File: src/rtl/errcap_pkg.sv
package errcap_pkg;

    localparam int N_BUS_ERR = 6;
    localparam int N_FLAG    = N_BUS_ERR + 1;
    localparam int BIT_IRA   = N_BUS_ERR;
    localparam int BIT_HELD  = N_FLAG;

    localparam int OFS_STATUS = 0;
    localparam int OFS_CADDR  = 1;
    localparam int OFS_CDATA  = 2;
    localparam int OFS_CCTRL  = 3;

    typedef enum logic {
        HOLD_OPEN,
        HOLD_FROZEN
    } hold_state_t;

    typedef enum logic [1:0] {
        ACC_IDLE,
        ACC_READ,
        ACC_REJECT
    } acc_state_t;

endpackage

File: src/rtl/errcap_flags.sv
module errcap_flags #(
    parameter int N_BUS = 6
) (
    input  logic             clk,
    input  logic             rst_n,
    input  logic [N_BUS-1:0] bus_evt,
    input  logic             ira_evt,
    input  logic             clr_en,
    input  logic [N_BUS:0]   clr_mask,
    output logic [N_BUS:0]   flags_q,
    output logic             pending_next
);

    localparam int NF = N_BUS + 1;

    logic [NF-1:0] set_vec;
    logic [NF-1:0] clr_vec;
    logic [NF-1:0] flags_d;

    always_comb begin
        set_vec = {ira_evt, bus_evt};
        clr_vec = clr_en ? clr_mask : '0;
    end

    for (genvar i = 0; i < NF; i++) begin : g_flag
        // a set in the same cycle overrides a clear
        always_comb flags_d[i] = set_vec[i] | (flags_q[i] & ~clr_vec[i]);

        always_ff @(posedge clk) begin
            if (!rst_n) begin
                flags_q[i] <= 1'b0;
            end else begin
                flags_q[i] <= flags_d[i];
            end
        end
    end

    always_comb pending_next = |flags_d[N_BUS-1:0];

endmodule

File: src/rtl/errcap_hold.sv
module errcap_hold
    import errcap_pkg::*;
#(
    parameter int N_BUS = 6,
    parameter int AW    = 32,
    parameter int DW    = 32,
    parameter int CW    = 8
) (
    input  logic             clk,
    input  logic             rst_n,
    input  logic [N_BUS-1:0] bus_evt,
    input  logic             pending_next,
    input  logic [AW-1:0]    txn_addr,
    input  logic [DW-1:0]    txn_data,
    input  logic [CW-1:0]    txn_ctrl,
    output logic             held,
    output logic [AW-1:0]    cap_addr,
    output logic [DW-1:0]    cap_data,
    output logic [CW-1:0]    cap_ctrl
);

    hold_state_t state_q;
    hold_state_t state_d;
    logic        load;

    always_ff @(posedge clk) begin
        if (!rst_n) begin
            state_q <= HOLD_OPEN;
        end else begin
            state_q <= state_d;
        end
    end

    always_comb begin
        state_d = state_q;
        unique case (state_q)
            HOLD_OPEN:   if (pending_next)  state_d = HOLD_FROZEN;
            HOLD_FROZEN: if (!pending_next) state_d = HOLD_OPEN;
            default:     state_d = HOLD_OPEN;
        endcase
    end

    always_comb begin
        held = (state_q == HOLD_FROZEN);
        load = (state_q == HOLD_OPEN) && (|bus_evt);
    end

    always_ff @(posedge clk) begin
        if (!rst_n) begin
            cap_addr <= '0;
            cap_data <= '0;
            cap_ctrl <= '0;
        end else if (load) begin
            cap_addr <= txn_addr;
            cap_data <= txn_data;
            cap_ctrl <= txn_ctrl;
        end
    end

endmodule

File: src/rtl/errcap_port.sv
module errcap_port
    import errcap_pkg::*;
#(
    parameter int N_BUS  = 6,
    parameter int RAW    = 4,
    parameter int REG_W  = 32,
    parameter int BEAT_W = 4
) (
    input  logic              clk,
    input  logic              rst_n,
    input  logic              req,
    input  logic              we,
    input  logic [RAW-1:0]    addr,
    input  logic [REG_W-1:0]  wdata,
    input  logic [BEAT_W-1:0] beats,
    input  logic [N_BUS:0]    flags_q,
    input  logic              held,
    input  logic [REG_W-1:0]  cap_addr_x,
    input  logic [REG_W-1:0]  cap_data_x,
    input  logic [REG_W-1:0]  cap_ctrl_x,
    output logic              clr_en,
    output logic [N_BUS:0]    clr_mask,
    output logic              ira_evt,
    output logic              rvalid,
    output logic [REG_W-1:0]  rdata
);

    acc_state_t       state_q;
    acc_state_t       state_d;
    logic             legal;
    logic [REG_W-1:0] rd_mux;
    logic [REG_W-1:0] rdata_q;

    always_comb begin
        legal    = (beats == BEAT_W'(1));
        ira_evt  = req && !legal;
        clr_en   = req && we && legal && (addr == RAW'(OFS_STATUS));
        clr_mask = wdata[N_BUS:0];
    end

    always_comb begin
        unique case (addr)
            RAW'(OFS_STATUS): rd_mux = REG_W'({held, flags_q});
            RAW'(OFS_CADDR):  rd_mux = cap_addr_x;
            RAW'(OFS_CDATA):  rd_mux = cap_data_x;
            RAW'(OFS_CCTRL):  rd_mux = cap_ctrl_x;
            default:          rd_mux = '0;
        endcase
    end

    always_comb begin
        state_d = ACC_IDLE;
        unique case (state_q)
            ACC_IDLE, ACC_READ, ACC_REJECT: begin
                if (req && !we) begin
                    state_d = legal ? ACC_READ : ACC_REJECT;
                end
            end
            default: state_d = ACC_IDLE;
        endcase
    end

    always_ff @(posedge clk) begin
        if (!rst_n) begin
            state_q <= ACC_IDLE;
            rdata_q <= '0;
        end else begin
            state_q <= state_d;
            if (state_d == ACC_READ) begin
                rdata_q <= rd_mux;
            end
        end
    end

    always_comb begin
        rvalid = (state_q != ACC_IDLE);
        unique case (state_q)
            ACC_READ:   rdata = rdata_q;
            ACC_REJECT: rdata = '1;
            default:    rdata = '0;
        endcase
    end

endmodule

File: src/rtl/bridge_err_capture.sv
module bridge_err_capture
    import errcap_pkg::*;
#(
    parameter int AW     = 32,
    parameter int DW     = 32,
    parameter int CW     = 8,
    parameter int RAW    = 4,
    parameter int REG_W  = 32,
    parameter int BEAT_W = 4
) (
    input  logic                 clk,
    input  logic                 rst_n,
    input  logic [N_BUS_ERR-1:0] evt_err,
    input  logic [AW-1:0]        txn_addr,
    input  logic [DW-1:0]        txn_data,
    input  logic [CW-1:0]        txn_ctrl,
    input  logic                 acc_req,
    input  logic                 acc_we,
    input  logic [RAW-1:0]       acc_addr,
    input  logic [REG_W-1:0]     acc_wdata,
    input  logic [BEAT_W-1:0]    acc_beats,
    output logic                 acc_rvalid,
    output logic [REG_W-1:0]     acc_rdata
);

    logic [N_BUS_ERR:0] flags_q;
    logic               pending_next;
    logic               ira_evt;
    logic               clr_en;
    logic [N_BUS_ERR:0] clr_mask;
    logic               held;
    logic [AW-1:0]      cap_addr;
    logic [DW-1:0]      cap_data;
    logic [CW-1:0]      cap_ctrl;
    logic [REG_W-1:0]   cap_addr_x;
    logic [REG_W-1:0]   cap_data_x;
    logic [REG_W-1:0]   cap_ctrl_x;

    always_comb begin
        cap_addr_x = REG_W'(cap_addr);
        cap_data_x = REG_W'(cap_data);
        cap_ctrl_x = REG_W'(cap_ctrl);
    end

    errcap_flags #(.N_BUS(N_BUS_ERR)) u_flags (
        .clk          (clk),
        .rst_n        (rst_n),
        .bus_evt      (evt_err),
        .ira_evt      (ira_evt),
        .clr_en       (clr_en),
        .clr_mask     (clr_mask),
        .flags_q      (flags_q),
        .pending_next (pending_next)
    );

    errcap_hold #(.N_BUS(N_BUS_ERR), .AW(AW), .DW(DW), .CW(CW)) u_hold (
        .clk          (clk),
        .rst_n        (rst_n),
        .bus_evt      (evt_err),
        .pending_next (pending_next),
        .txn_addr     (txn_addr),
        .txn_data     (txn_data),
        .txn_ctrl     (txn_ctrl),
        .held         (held),
        .cap_addr     (cap_addr),
        .cap_data     (cap_data),
        .cap_ctrl     (cap_ctrl)
    );

    errcap_port #(.N_BUS(N_BUS_ERR), .RAW(RAW), .REG_W(REG_W), .BEAT_W(BEAT_W)) u_port (
        .clk        (clk),
        .rst_n      (rst_n),
        .req        (acc_req),
        .we         (acc_we),
        .addr       (acc_addr),
        .wdata      (acc_wdata),
        .beats      (acc_beats),
        .flags_q    (flags_q),
        .held       (held),
        .cap_addr_x (cap_addr_x),
        .cap_data_x (cap_data_x),
        .cap_ctrl_x (cap_ctrl_x),
        .clr_en     (clr_en),
        .clr_mask   (clr_mask),
        .ira_evt    (ira_evt),
        .rvalid     (acc_rvalid),
        .rdata      (acc_rdata)
    );

endmodule

File: config.mk
export PLATFORM = sky130hd
export DESIGN_NAME = bridge_err_capture
export DESIGN_NICKNAME = d
export VERILOG_FILES = /design/src/rtl/errcap_pkg.sv /design/src/rtl/errcap_flags.sv /design/src/rtl/errcap_hold.sv /design/src/rtl/errcap_port.sv /design/src/rtl/bridge_err_capture.sv
export SDC_FILE = /design/constraint.sdc
export NUM_CORES = 1
export LEC_CHECK = 0
export ABC_CLOCK_PERIOD_IN_PS = 1750
export CAP_MARGIN = 20
export CORE_UTILIZATION = 43
export DETAILED_ROUTE_END_ITERATION = 8
export PLACE_DENSITY_LB_ADDON = 0.05
export SLEW_MARGIN = 20
export SYNTH_ARGS = -nofsm -noshare
export SYNTH_HDL_FRONTEND = slang
export SYNTH_SLANG_ARGS = --single-unit
File: constraint.sdc
create_clock -name clk -period 1.75 [get_ports clk]
set_input_delay 0.35 -clock clk [delete_from_list [all_inputs] [get_ports clk]]
set_output_delay 0.35 -clock clk [all_outputs]
set_load 0.05 [all_outputs]
==> flow_results.org <==
** Critical path
- Crit. End Element :: output pin
- Data on the critical path is required at its endpoint by 1.40 ns.
- Reg2reg setup slack :: -0.03 ns
- Critical path fanouts, max :: 7
- Among all stages on the critical path, the largest delay is contributed by sky130_fd_sc_hd__dfxtp_4.
- Cell breakdown of the critical path :: inv_2, ha_4, buf_8, nor2b_4, buf_12
- Start-to-end type of the worst setup path :: reg -> out
- The worst setup path is launched from a register.
- Slowest Stage Delay on Critical Path :: 0.36 ns
- Arrival time at the worst endpoint :: 1.66 ns

** Floorplan
- Initial core utilization :: 44.94%
- The core region is 11660 sq um.
- Boundary pin count :: 155
- The floorplan step defined a die boundary enclosing 12630 sq um.
- The floorplan step set the die height to 112.4 um.
- Die outline width :: 112.4 um
- Cell row count :: 39

** Clocking
- Clock insertion delay at the later pin of the skew report :: 0.40 ns
- Buffer depth of the longest clock path :: 2
- CTS H-tree depth :: 4
- TritonCTS Buffers :: 17
- TritonCTS built the clock tree.
- After clock tree synthesis, the clock-pin slew on the worst setup and hold paths is 0.06 ns.
- Clock Sink Count :: 114
- The cell sitting at the root of the clock tree is a sky130_fd_sc_hd__clkbuf_16.

** Yosys
- After synthesis, the cell types taking the most area are sky130_fd_sc_hd__dfxtp_1 44%, sky130_fd_sc_hd__nand2_1 10%, sky130_fd_sc_hd__a21oi_1 10%, sky130_fd_sc_hd__a22oi_2 7.2%, sky130_fd_sc_hd__nor2b_1 4.1%.
- Complex-gate fraction of the synthesized area :: 24.83%
- Summing every instance area after synthesis gives 5241 sq um.
- In the post-synthesis netlist, the cell with the most instances is sky130_fd_sc_hd__nand2_1.
- Most used flip-flop cell after synthesis :: sky130_fd_sc_hd__dfxtp_1
- After synthesis, the share of cell area in mux cells is 3.056%.
- Cell types with the highest counts after synthesis :: 146 x sky130_fd_sc_hd__nand2_1, 114 x sky130_fd_sc_hd__dfxtp_1, 106 x sky130_fd_sc_hd__a21oi_1
- Of the post-synthesis cell area, the dominant cell type holds 43.54%.
- Post-synthesis share of cell area spent on and, or, nand and nor gates :: 20.55%
- A synthesized cell averages 8.481 sq um.
- Synthesis inferred 114 register bits.
- Number of different library cells in the post-synthesis netlist :: 35
- Dominant cell type by area after synthesis :: sky130_fd_sc_hd__dfxtp_1
- Synthesis handed over a netlist of 618 instances.
- Number of flops mapped to enable cells by yosys :: 0
- Share of synthesized area occupied by flip-flops and latches :: 43.54%
- Main combinational cell family by area after synthesis :: compound AO/OA/AOI/OAI gates
- Xor/xnor share of the synthesized area :: 0%
- Of the total synthesized cell area, the portion taken by full adders, half adders and majority gates is 0.9549%.
- The Yosys step of the flow raised 0 warnings.
- Async SR Flop Fraction :: 0%
- Nets in the synthesized netlist :: 744

** STA
- Setup violations remaining at the end of the flow were counted as 36.
- Final period util :: 115.0%
- Clock skew on the completed layout was measured at 0.005763 ns.
- Final Hold Slack :: 0.4547 ns
- Relative slew slack :: 56.11%
- RSZ-0062 raised after global routing :: true
- Final hold violation count :: 0
- Final number of max-transition violations :: 0
- Pin slew with the least headroom to its limit :: 0.6569 ns
- The routed design could run at a clock period as short as 2.013 ns.
- Worst Slack Setup Final :: -0.2633 ns
- Maximum clock rate :: 0.4967 GHz

** Route
- The first routing iteration left 204 violations.
- For this block, the routed nets add up to 15.08 mm of wire.
- After detailed routing, the average wire length per cell comes to 16.50 um.
- Using the TritonRoute via totals, the vias-per-cell ratio works out to 5.327.
- Number of optimization iterations in the first detailed-route pass :: 5
- Number of vias after detailed routing :: 4869
- Once detail routing completed, the nets flagged for antenna violations numbered 0.
- DRC violations left :: 0

** Job
- Max-cap violations in this run came to 0.

** Placed design
- GPL Wtd Cong :: 0.7939
- Quantity of I/O buffers inserted on ports :: 129
- Once detailed placement completed, the half-perimeter wirelength came to 9.298 mm.
- Number of placed instances, taps included :: 864

** Final layout
- Fin cells :: 914
- Number of diodes :: 0
- Share of final-layout standard cells stronger than drive strength 1 :: 33.07%
- Area growth syn-to-layout :: 64.65%
- The net count of the finished layout is 884.

** Power
- Fraction of power consumed by the clock network :: 51.4%
- P_leak :: 3.158 nW
- Power density over the cells :: 872.5 nW/um^2
- Net switching is 22.76% of the power.
- Flop pwr share :: 36.8%
- Across the VDD grid, the largest voltage drop is 0.5277 mV.
- Sw Pwr :: 1.713 mW
- Fraction of power consumed by combinational cells :: 11.7%
- Cell internal power dissipation :: 5.816 mW

** Min path
- Type of the most critical hold path :: reg -> reg

** GRT
- Initial antenna violation count :: 0
- Global routing finished with a remaining overflow of 0.
- For this run, the total global-route usage over all layers was measured as 25.19%.
- First-pass GRT wire length :: 24.71 mm
- Vias in the first global route :: 4973
- Entering global routing, the biggest net connects 51 pins.

** Run status
- The final reports fail on setup timing.
- The flow ran to the end, but the final reports show violations.
-- sequential cells by signal, summed over array words and instances (netlist names) --
register and cells:
u_hold.cap_addr 32, u_hold.cap_data 32, u_port.rdata_q 32, u_hold.cap_ctrl 8
u_flags.flags_q 7, u_port.state_q 2, u_hold.held 1
-- power groups by stage --
stage	Combinational (mW)	Clock (mW)	Sequential, mW
global placement	0.776	0	2.82
floorplan	0.405	0	2.80
CTS	0.867	3.90	2.77
finish	0.884	3.87	2.77
detailed placement	0.788	0	2.82
global route	0.954	4.05	2.78
-- per-stage QoR --
step	util, %	cell area, sq um	worst slack (ns)	power [mW]	setup TNS (ns)
2_1_floorplan	-	5351	-0.02396	3.208	-0.5751
3_3_place_gp	61.47	7169	-0.5649	3.597	-32.65
3_5_place_dp	61.47	7169	-0.6274	3.612	-34.61
4_1_cts	72.56	8462	-0.2389	7.533	-8.358
5_1_grt	73.99	8630	-0.3180	7.784	-10.57
6_report	73.99	8630	-0.2633	7.529	-7.235
-- layer usage --
metal	wire (um)	GRT usage, %
met3	622	5.562
met1	6517	29.56
met4	217	9.511
met2	7723	44.89
met5	0	0
-- timing repair --
item | 4_1_cts | 5_1_grt
resized for setup | 97 | 27
pin swaps | 5 | 30
gates cloned | 9 | 1
setup endpoints to repair | 57 | 64
setup buffers | 5 | 3
hold buffers | 0 | 0
-- final cells by class --
class	count	area (sq um)
Clock buffer	20	466.7
Clock inverter	12	202.7
Fill cell	829	3033
Inverter	17	67.56
Multi-Input combinational cell	434	3128
Sequential cell	114	2287
Tap cell	143	178.9
Timing Repair Buffer	174	2298
-- logic make-up (layout without fill, tap and decap cells) --
logic type	Yosys count	after routing
fa+ha+maj	4	4
buf+inv	70	223
flops	114	114
simple gates	225	225
compound gates	189	189
mux	16	16
-- placed cells by master, fill, tap and decap left out, types with 2 or more instances in the layout --
master,count
sky130_fd_sc_hd__nor2b_4,33
sky130_fd_sc_hd__a21oi_1,74
sky130_fd_sc_hd__a22o_1,24
sky130_fd_sc_hd__o21ai_0,6
sky130_fd_sc_hd__a21oi_4,12
sky130_fd_sc_hd__inv_1,14
sky130_fd_sc_hd__o22ai_1,9
sky130_fd_sc_hd__clkinvlp_4,4
sky130_fd_sc_hd__nor2_1,4
sky130_fd_sc_hd__buf_6,11
sky130_fd_sc_hd__nor2_2,30
sky130_fd_sc_hd__buf_12,45
sky130_fd_sc_hd__nand2_1,146
sky130_fd_sc_hd__a22oi_1,3
sky130_fd_sc_hd__a31oi_1,7
sky130_fd_sc_hd__ha_4,4
sky130_fd_sc_hd__clkdlybuf4s50_1,92
sky130_fd_sc_hd__nor4_1,2
sky130_fd_sc_hd__mux2i_1,15
sky130_fd_sc_hd__clkinv_2,2
sky130_fd_sc_hd__buf_4,13
sky130_fd_sc_hd__a22oi_2,31
sky130_fd_sc_hd__dlygate4sd2_1,4
sky130_fd_sc_hd__clkbuf_8,3
sky130_fd_sc_hd__buf_16,6
sky130_fd_sc_hd__buf_8,2
sky130_fd_sc_hd__a21oi_2,20
sky130_fd_sc_hd__clkbuf_16,18
sky130_fd_sc_hd__bufinv_16,5
sky130_fd_sc_hd__dfxtp_1,112
-- final timing paths --
check | endpoint | startpoint | depth (start not counted)
hold reg to reg | u_hold.cap_data[7]$_SDFFE_PN0P_ | u_hold.cap_data[7]$_SDFFE_PN0P_ | 2
setup / recovery | acc_rdata[1] | u_port.state_q[0]$_SDFF_PN0_ | 5
setup reg to reg | u_port.rdata_q[16]$_SDFFE_PN0N_ | u_port.state_q[1]$_SDFF_PN0_ | 9
hold / removal | u_hold.cap_data[7]$_SDFFE_PN0P_ | u_hold.cap_data[7]$_SDFFE_PN0P_ | 2
-- critical path: cells and delay by family (launching register included) --
| kind | cells | cell delay, ns |
|---|---|---|
| flip-flops | 1 | 0.36 |
| buffers and inverters | 3 | 0.35 |
| adder cells (fa/ha/maj) | 1 | 0.35 |
| AND/OR/NAND/NOR | 1 | 0.20 |
(Power assumes the default switching activity.)
